### config.mk
export PLATFORM = sky130hd
export DESIGN_NAME = acc_alu
export DESIGN_NICKNAME = d
export VERILOG_FILES = /design/src/rtl/acc_alu_pkg.sv /design/src/rtl/acc_alu_arith.sv /design/src/rtl/acc_alu_logic.sv /design/src/rtl/acc_alu_flags.sv /design/src/rtl/acc_alu.sv
export SDC_FILE = /design/constraint.sdc
export NUM_CORES = 1
export LEC_CHECK = 0
export BUFFER_PORTS_ARGS = -buffer_cell sky130_fd_sc_hd__buf_2
export CORE_MARGIN = 2
export CORE_UTILIZATION = 60
export CTS_CLUSTER_SIZE = 16
export DETAILED_ROUTE_END_ITERATION = 10
export GPL_TIMING_DRIVEN = 0
export HOLD_SLACK_MARGIN = 0.12
export PLACE_DENSITY = 0.88
export SYNTH_ARGS = -nofsm -noshare
export SYNTH_HDL_FRONTEND = slang
export SYNTH_SLANG_ARGS = --single-unit
export TNS_END_PERCENT = 50
### constraint.sdc
create_clock -name clk -period 3.5 [get_ports clk]
set_input_delay 0.175 -clock clk [delete_from_list [all_inputs] [get_ports clk]]
set_output_delay 0.175 -clock clk [all_outputs]
set_load 0.01 [all_outputs]
### src/rtl/acc_alu_pkg.sv
package acc_alu_pkg;
    typedef enum logic [2:0] {
        OP_SUB = 3'd0,
        OP_CMP = 3'd1,
        OP_ADD = 3'd2,
        OP_AND = 3'd3,
        OP_OR  = 3'd4,
        OP_XOR = 3'd5
    } alu_op_e;

    typedef enum logic [1:0] {
        LF_AND = 2'd0,
        LF_OR  = 2'd1,
        LF_XOR = 2'd2
    } logic_fn_e;
endpackage

### src/rtl/acc_alu_arith.sv
module acc_alu_arith #(
    parameter int DATA_W = 16,
    localparam int ACC_W = 2 * DATA_W
) (
    input  logic [ACC_W-1:0]  acc_i,
    input  logic [DATA_W-1:0] operand_i,
    input  logic [ACC_W-1:0]  product_i,
    input  logic              wide_i,
    input  logic              sub_i,
    output logic [ACC_W-1:0]  acc_o,
    output logic              zero_o,
    output logic              neg_o
);
    logic [DATA_W-1:0] hi_res;
    logic [ACC_W-1:0]  full_res;

    always_comb begin
        hi_res   = sub_i ? (acc_i[ACC_W-1:DATA_W] - operand_i)
                         : (acc_i[ACC_W-1:DATA_W] + operand_i);
        full_res = sub_i ? (acc_i - product_i) : (acc_i + product_i);
        if (wide_i) begin
            acc_o  = full_res;
            zero_o = (full_res == '0);
            neg_o  = full_res[ACC_W-1];
        end else begin
            acc_o  = {hi_res, acc_i[DATA_W-1:0]};
            zero_o = (hi_res == '0);
            neg_o  = hi_res[DATA_W-1];
        end
    end
endmodule

### src/rtl/acc_alu_logic.sv
module acc_alu_logic
    import acc_alu_pkg::*;
#(
    parameter int DATA_W = 16,
    localparam int ACC_W = 2 * DATA_W
) (
    input  logic [ACC_W-1:0]  acc_i,
    input  logic [DATA_W-1:0] operand_i,
    input  logic [ACC_W-1:0]  product_i,
    input  logic              wide_i,
    input  logic_fn_e         fn_i,
    output logic [ACC_W-1:0]  res_o,
    output logic              zero_o,
    output logic              neg_o
);
    logic [ACC_W-1:0] src;

    always_comb begin
        src = wide_i ? product_i : {operand_i, {DATA_W{1'b0}}};
        unique case (fn_i)
            LF_AND:  res_o = acc_i & src;
            LF_OR:   res_o = acc_i | src;
            default: res_o = acc_i ^ src;
        endcase
        zero_o = (res_o == '0);
        neg_o  = res_o[ACC_W-1];
    end
endmodule

### src/rtl/acc_alu_flags.sv
module acc_alu_flags #(
    parameter int L_POS = 0,
    parameter int V_POS = 1,
    parameter int Z_POS = 2,
    parameter int N_POS = 3
) (
    input  logic [15:0] status_i,
    input  logic        update_i,
    input  logic        zero_i,
    input  logic        neg_i,
    output logic [15:0] status_o
);
    always_comb begin
        status_o = status_i;
        if (update_i) begin
            status_o[L_POS] = 1'b0;
            status_o[V_POS] = 1'b0;
            status_o[Z_POS] = zero_i;
            status_o[N_POS] = !zero_i && neg_i;
        end
    end
endmodule

### src/rtl/acc_alu.sv
module acc_alu
    import acc_alu_pkg::*;
#(
    parameter int          DATA_W      = 16,
    parameter int          SEL_W       = 4,
    parameter logic [3:0]  PROD_SEL    = 4'd7,
    parameter int          L_POS       = 0,
    parameter int          V_POS       = 1,
    parameter int          Z_POS       = 2,
    parameter int          N_POS       = 3,
    parameter logic [15:0] STATUS_INIT = 16'hA500,
    localparam int         ACC_W       = 2 * DATA_W
) (
    input  logic              clk,
    input  logic              rst_n,
    input  logic              op_valid,
    input  logic [2:0]        op_code,
    input  logic [SEL_W-1:0]  src_sel,
    input  logic [DATA_W-1:0] operand,
    input  logic [ACC_W-1:0]  product,
    output logic [ACC_W-1:0]  acc,
    output logic [15:0]       status
);
    localparam logic [15:0] FLAG_MASK =
        (16'd1 << L_POS) | (16'd1 << V_POS) | (16'd1 << Z_POS) | (16'd1 << N_POS);
    localparam logic [15:0] STATUS_RST = STATUS_INIT & ~FLAG_MASK;

    typedef struct packed {
        logic [ACC_W-1:0] acc;
        logic [15:0]      status;
    } state_t;

    state_t state_d, state_q;

    logic             wide;
    logic             is_arith, is_logic, is_sub, is_cmp;
    logic [ACC_W-1:0] arith_acc, logic_acc;
    logic             arith_zero, arith_neg, logic_zero, logic_neg;
    logic             flag_upd, flag_zero, flag_neg;
    logic [15:0]      status_upd;
    logic_fn_e        lfn;

    always_comb begin
        wide     = (src_sel == SEL_W'(PROD_SEL));
        is_sub   = (op_code == OP_SUB) || (op_code == OP_CMP);
        is_cmp   = (op_code == OP_CMP);
        is_arith = is_sub || (op_code == OP_ADD);
        is_logic = (op_code == OP_AND) || (op_code == OP_OR) || (op_code == OP_XOR);
        unique case (op_code)
            OP_AND:  lfn = LF_AND;
            OP_OR:   lfn = LF_OR;
            default: lfn = LF_XOR;
        endcase
    end

    acc_alu_arith #(.DATA_W(DATA_W)) u_arith (
        .acc_i     (state_q.acc),
        .operand_i (operand),
        .product_i (product),
        .wide_i    (wide),
        .sub_i     (is_sub),
        .acc_o     (arith_acc),
        .zero_o    (arith_zero),
        .neg_o     (arith_neg)
    );

    acc_alu_logic #(.DATA_W(DATA_W)) u_logic (
        .acc_i     (state_q.acc),
        .operand_i (operand),
        .product_i (product),
        .wide_i    (wide),
        .fn_i      (lfn),
        .res_o     (logic_acc),
        .zero_o    (logic_zero),
        .neg_o     (logic_neg)
    );

    always_comb begin
        flag_upd  = op_valid && (is_arith || is_logic);
        flag_zero = is_arith ? arith_zero : logic_zero;
        flag_neg  = is_arith ? arith_neg  : logic_neg;
    end

    acc_alu_flags #(
        .L_POS(L_POS), .V_POS(V_POS), .Z_POS(Z_POS), .N_POS(N_POS)
    ) u_flags (
        .status_i (state_q.status),
        .update_i (flag_upd),
        .zero_i   (flag_zero),
        .neg_i    (flag_neg),
        .status_o (status_upd)
    );

    always_comb begin
        state_d        = state_q;
        state_d.status = status_upd;
        if (op_valid) begin
            if (is_arith && !is_cmp) begin
                state_d.acc = arith_acc;
            end else if (is_logic) begin
                state_d.acc = logic_acc;
            end
        end
    end

    always_ff @(posedge clk or negedge rst_n) begin
        if (!rst_n) begin
            state_q.acc    <= '0;
            state_q.status <= STATUS_RST;
        end else begin
            state_q <= state_d;
        end
    end

    assign acc    = state_q.acc;
    assign status = state_q.status;

    // narrow add/sub keeps the low half
    p_low_kept_r1: assert property (@(posedge clk) disable iff (!rst_n)
        (op_valid && !wide && (op_code == OP_ADD || op_code == OP_SUB))
        |=> acc[DATA_W-1:0] == $past(acc[DATA_W-1:0]));

    // compare never writes the accumulator
    p_cmp_nowrite_r2: assert property (@(posedge clk) disable iff (!rst_n)
        (op_valid && op_code == OP_CMP) |=> $stable(acc));

    // narrow AND clears the low half
    p_and_clear_r3: assert property (@(posedge clk) disable iff (!rst_n)
        (op_valid && !wide && op_code == OP_AND) |=> acc[DATA_W-1:0] == '0);

    // Z and N never both set
    p_zn_excl_r5: assert property (@(posedge clk) disable iff (!rst_n)
        !(status[Z_POS] && status[N_POS]));

    // zero result from a logic op sets Z
    p_logic_zero_r6: assert property (@(posedge clk) disable iff (!rst_n)
        (op_valid && is_logic) |=> (status[Z_POS] == (acc == '0)));

    // non-flag status bits hold their reset value
    p_status_keep_r7: assert property (@(posedge clk) disable iff (!rst_n)
        (status & ~FLAG_MASK) == STATUS_RST);

    // idle cycles change nothing
    p_idle_hold_r8: assert property (@(posedge clk) disable iff (!rst_n)
        !op_valid |=> ($stable(acc) && $stable(status)));
endmodule

# Yosys cells after proc, flatten, opt, wreduce, memory -nomap -nowiden
# Index checks and enable logic that the tools add are counted.
# totals
output_inout_bits	48
ff_bits	34
in_bits	58
wordCells	48
# classes
n_eq_ne	8
n_addsub	4
n_reduce_logical	18
n_mux	12
bitwise	3
# ops
operator	n
two-way mux 32 bit	5
logical NOT 32 bit	2
case mux 32 bit (2 select lines)	1
adder 32 bit	1
bitwise AND 32 bit	1
bitwise OR 32 bit	1
subtractor 32 bit	1
XOR 32 bit	1
adder 16 bit	1
logical NOT 16 bit	1
two-way mux 16 bit	1
subtractor 16 bit	1
equality test 3 x 2 -> 1 bit, second input constant	2
equality test 3 bit, second input constant	2
logical OR 1 bit	5
equality test 4 x 3 -> 1 bit, second input constant	1
two-way mux 1 bit	4
case mux 2 bit (2 select lines)	1
equality test 3 x 1 -> 1 bit, second input constant	1
logical AND 1 bit	3
logical NOT 3 bit	1
AND reduction 3 bit	1
equality test 2 x 1 -> 1 bit, second input constant	1
logical NOT 1 bit	2
other kinds (4)	4

# Logic depth before layout (Yosys ltp)
# logic_depth
depth_word	8
depth_mapped	19
ltp_nobuf	19

# Modules after synthesis
# Synthesis repeated with hierarchy kept, for this count alone.
# hier_totals
hier_cells	1065
hier_area_um2	8124.0
# by_module_without_submodules
mod	instances	cells_each	seq_area_each_um2	area_per_inst_um2
acc_alu_arith	1	563	0.0	3809.9
acc_alu_logic	1	318	0.0	2148.3
acc_alu	1	166	1206.2	2026.9
acc_alu_flags	1	18	0.0	138.9

# Worst setup path before layout
# OpenSTA, ideal clock, no wires.
# synth_timing
kind	input port to flip-flop
start	input port product[5]
end	register, netlist name status[2]
required_time_ns	3.417
stages	16
t_arrival_ns	4.061
slack_ns	-0.644
setup_time_ns	0.083
path_buffers	1
cell_sequence	or3_2 > nor4_2 > nand2_1 > or4_1 > o21ai_0 > xor2_1 > ha_1 > clkbuf_1 > nand4_1 > or3_1 > o211ai_1 > a21boi_0 > xnor2_1 > a2111oi_0 > nand4_1 > o21ai_0
# synth_between
elab_chain_cells	5
word_cells_on_any_way	12
classes_between	add/sub (2); mux (5); bitwise (3); reduce/logical (2)
# synth_rtl
item	line	rtl
start, declared	acc_alu.sv:20	input logic [ACC_W-1:0] product,
adder 32 bit (tied with other cells)	acc_alu_arith.sv:20	full_res = sub_i ? (acc_i - product_i) : (acc_i + product_i);
two-way mux 32 bit (tied with other cells)	acc_alu_arith.sv:20	
logical NOT 32 bit / case mux 32 bit (2 select lines) (equally long branches)	acc_alu_arith.sv:23, acc_alu_logic.sv:20	
two-way mux 1 bit / logical NOT 32 bit (equally long branches)	acc_alu_arith.sv:21, acc_alu_logic.sv:25	
two-way mux 1 bit *	acc_alu.sv:80	flag_zero = is_arith ? arith_zero : logic_zero;
# Mark *: on every way between the ends. The rest lies on a longest branch, timed or not.
# A chain may end at the register's enable or synchronous reset.

# Worst setup path after layout
# layout_timing
start	input port product[3]
end	register, netlist name status[2]
# layout_between
elab_chain_cells	5
word_cells_on_any_way	12
classes_between	add/sub (2); mux (5); bitwise (3); reduce/logical (2)
# layout_rtl
item	line
adder 32 bit (tied with other cells)	acc_alu_arith.sv:20
two-way mux 32 bit (tied with other cells)	acc_alu_arith.sv:20
logical NOT 32 bit / case mux 32 bit (2 select lines) (equally long branches)	acc_alu_arith.sv:23, acc_alu_logic.sv:20
two-way mux 1 bit / logical NOT 32 bit (equally long branches)	acc_alu_arith.sv:21, acc_alu_logic.sv:25
two-way mux 1 bit *	acc_alu.sv:80
# Marks and branches as above.

==> impl_metrics.env <==
export IMPL_outcome="finished, violations left"
export IMPL_violations="negative setup slack"
export IMPL_io_buffers=90
export IMPL_clock_sinks=34
export IMPL_antenna_found_initial=1
export IMPL_wl_mm=34.1
export IMPL_hp_class="input port to register"
export IMPL_synthTopCellsByArea="ha_1 (18%), dfrtp_1 (11%), o21ai_0 (6.7%)"
export IMPL_grtUsageTotal_pct=43.6
export IMPL_path_class="input port to register"
export IMPL_multi_input_area_sq_mm=0.00715
export IMPL_grt_pass1_wl_mm=49.0
export IMPL_synth_top_area_cell="ha_1"
export IMPL_dieArea_sq_mm=0.0141
export IMPL_rr_endpoint="status[2]"
export IMPL_finClkSkew_ns=0.00329
export IMPL_first_iter_violations=1676
export IMPL_cts_path_max_buffers=2
export IMPL_vias=10100
export IMPL_rr_worst_depth=13
export IMPL_cts_root_buffer="clkbuf_16"
export IMPL_avgViaCountPerCell=7.01
export IMPL_r2r_slack_ns=-0.27
export IMPL_syn_area_per_cell_sq_um=7.01
export IMPL_hp_start="op_valid"
export IMPL_crit_required_ns=3.71
export IMPL_synth_warnings=0
export IMPL_ys_async_sr_fraction_pct=100
export IMPL_rr_startpoint="acc[16]"
export IMPL_syn_to_final_growth_pct=24.9
export IMPL_crit_arrival_ns=4.63
export IMPL_core_area_sq_mm=0.0128
export IMPL_h_tree_depth=2
export IMPL_post_drt_wl_per_cell_um=23.6
export IMPL_final_cell_mix="nand2_1 (137), ha_1 (101), nor2_1 (93), buf_2 (85), inv_1 (84)"
export IMPL_synth_cell_types=81
export IMPL_finalNetCount=1446
export IMPL_post_route_util_pct=77.5
export IMPL_overflow=0
export IMPL_ir_drop_mv=0.313
export IMPL_fin_ws_ns=-0.918
export IMPL_syn_area_sq_mm=0.00793
export IMPL_final_common_cell="nand2_1"
export IMPL_clkTransAtPathRegs_ns=0.05
export IMPL_place_congestion=1.03
export IMPL_cts_inserted_buffers=5
export IMPL_ys_ff_latch=34
export IMPL_syn_inst=1131
export IMPL_rsz0062_at_grt="true"
export IMPL_synth_top_cell_area_share_pct=17.7
export IMPL_critPathCaptureType="register"
export IMPL_fmax_mhz=226
export IMPL_synth_edff_count=0
export IMPL_first_pass_iters=9
export IMPL_post_route_period_util_pct=126
export IMPL_whs_endpoint="status[3]"
export IMPL_dp_hpwl_mm=22.5
export IMPL_die_h_um=119
export IMPL_post_dp_cell_area_sq_mm=0.00870
export IMPL_hold_path_cell_count=3
export IMPL_drc=0
export IMPL_p_leak_nw=4.44
export IMPL_relSlewSlack_pct=29.6
export IMPL_fp_dieW_um=119
export IMPL_ios=106
export IMPL_cp_max_fo=6
export IMPL_start_util_pct=62.1
export IMPL_cp_start_kind="input port"
export IMPL_fin_area_sq_mm=0.00990
export IMPL_fillers=957
export IMPL_grt_max_degree=35
export IMPL_hold_viol=0
export IMPL_seqCellArea_sq_um=851
export IMPL_ant_nets=0
export IMPL_maxCapViolations=0
export IMPL_rows=41
export IMPL_powerDensity_mw_per_mm2=580
export IMPL_insertion_delay_ns=0.29
export IMPL_slew_viol_final=0
export IMPL_finalSetupViolCount=17
export IMPL_first_global_vias=9195
export IMPL_yosysSeqAreaShare_pct=10.7
export IMPL_post_route_min_period_ns=4.42
export IMPL_ys_flop_type="dfrtp_1"
export IMPL_cts_tree="built"
export IMPL_worstMarginPinSlew_ns=1.05
export IMPL_drive_above_1_share_pct=23.1
==> cells in the mapped netlist, types with 14 or more instances <==
| library cell | n |
|---|---|
| buf_4 | 16 |
| o21ai_0 | 106 |
| xor2_1 | 36 |
| nor2_1 | 96 |
| clkbuf_1 | 46 |
| nand2_1 | 141 |
| xnor2_1 | 41 |
| nand4_1 | 17 |
| a21o_1 | 17 |
| nand3_1 | 15 |
| nand2b_1 | 14 |
| a21oi_1 | 64 |
| dfrtp_1 | 34 |
| o211ai_1 | 35 |
| ha_1 | 112 |
| inv_1 | 84 |
| nor3b_1 | 33 |
| a211oi_1 | 16 |
| nor3_1 | 19 |
| o22ai_1 | 16 |
==> per-layer routing <==
metal	routed length, um	part of all wire (%)	global-route usage, %	vias up
li1	-	-	-	4330
met1	12000	35	57.9	4581
met2	14000	41	65.5	939
met3	5410	16	10.4	286
met4	2690	7.9	22.3	0
met5	0	0	0	-
==> registers in the layout, summed over array words and instances, names as in the netlist <==
name and flops:
acc 32, status 2
==> stage by stage <==
stage | cells | TNS, ns | power (W) | worst slack (ns) | hold slack, ns
final | 1446 | -8.80 | 0.00574 | -0.918 | 0.393
after global routing | 1446 | -11.08 | 0.00601 | -1.04 | 0.417
after CTS | 1434 | -5.73 | 0.00504 | -0.682 | 0.392
after detailed placement | 1405 | -32.67 | 0.00411 | -1.87 | 0.334
after global placement | 1405 | -30.18 | 0.00407 | -1.79 | 0.332
after floorplan | 1143 | -3.72 | 0.00312 | -0.477 | -0.121
==> worst max-delay path by stage <==
stage / end / slack (ns) / start
after floorplan: status[2] / -0.48 / product[3]
after global routing: status[2] / -1.04 / product[3]
after global placement: status[2] / -1.79 / op_code[1]
final: status[2] / -0.92 / product[3]
after detailed placement: status[2] / -1.87 / op_code[1]
after CTS: status[3] / -0.68 / product[10]
==> logic make-up (layout without fill, tap and decap cells) <==
group	after synthesis	count (layout)	share of synthesized area, %
xor+xnor	77	77	8.51
compound gates	344	344	27.6
simple gates	397	397	25.0
buf+inv	154	284	8.68
flops	34	34	10.7
other cells	2	15	0.0947
fa+ha+maj	114	114	18.2
mux	9	9	1.18
==> power by group <==
part	internal, W	leakage [nW]	total [W]	switching [W]
Sequential	0.000502	0.396	0.000759	0.000257
Clock	0.000276	0.0688	0.000456	0.000181
Combinational	0.00182	3.98	0.00452	0.00270
==> critical path, stage by stage <==
cell and delay [ns]:
buf_8 0.09, or3_4 0.41, nor4_4 0.34, nand2_1 0.15, or4_4 0.47, o21ai_2 0.15, xor2_1 0.10, ha_1 0.31
buf_6 0.12, nand4_1 0.24, nor4_4 0.29, o2111ai_2 0.29, o211ai_1 0.18, buf_4 0.19, nor4bb_1 0.08, a211o_1 0.32
a2111oi_2 0.22, nand4_1 0.27, o21ai_1 0.20
==> area by class of cell <==
cell class / count / share of cell area, %
tap: 172 / 2.17
timing repair buffer: 130 / 8.24
sequential: 34 / 8.59
antenna: 1 / 0.0253
multi-input combinational: 955 / 72.3
buffer: 64 / 4.11
clock buffer: 6 / 1.40
inverter: 84 / 3.19
==> what timing repair did <==
| item | CTS | global route |
|---|---|---|
| gates resized for setup | 111 | 74 |
| hold endpoints to repair | 34 | 0 |
| pin swaps | 43 | 49 |
| setup buffers | 26 | 13 |
| endpoints found under the setup margin | 28 | 20 |
| hold buffers | 1 | 0 |
Note: power is estimated with default switching activity, not from simulation.
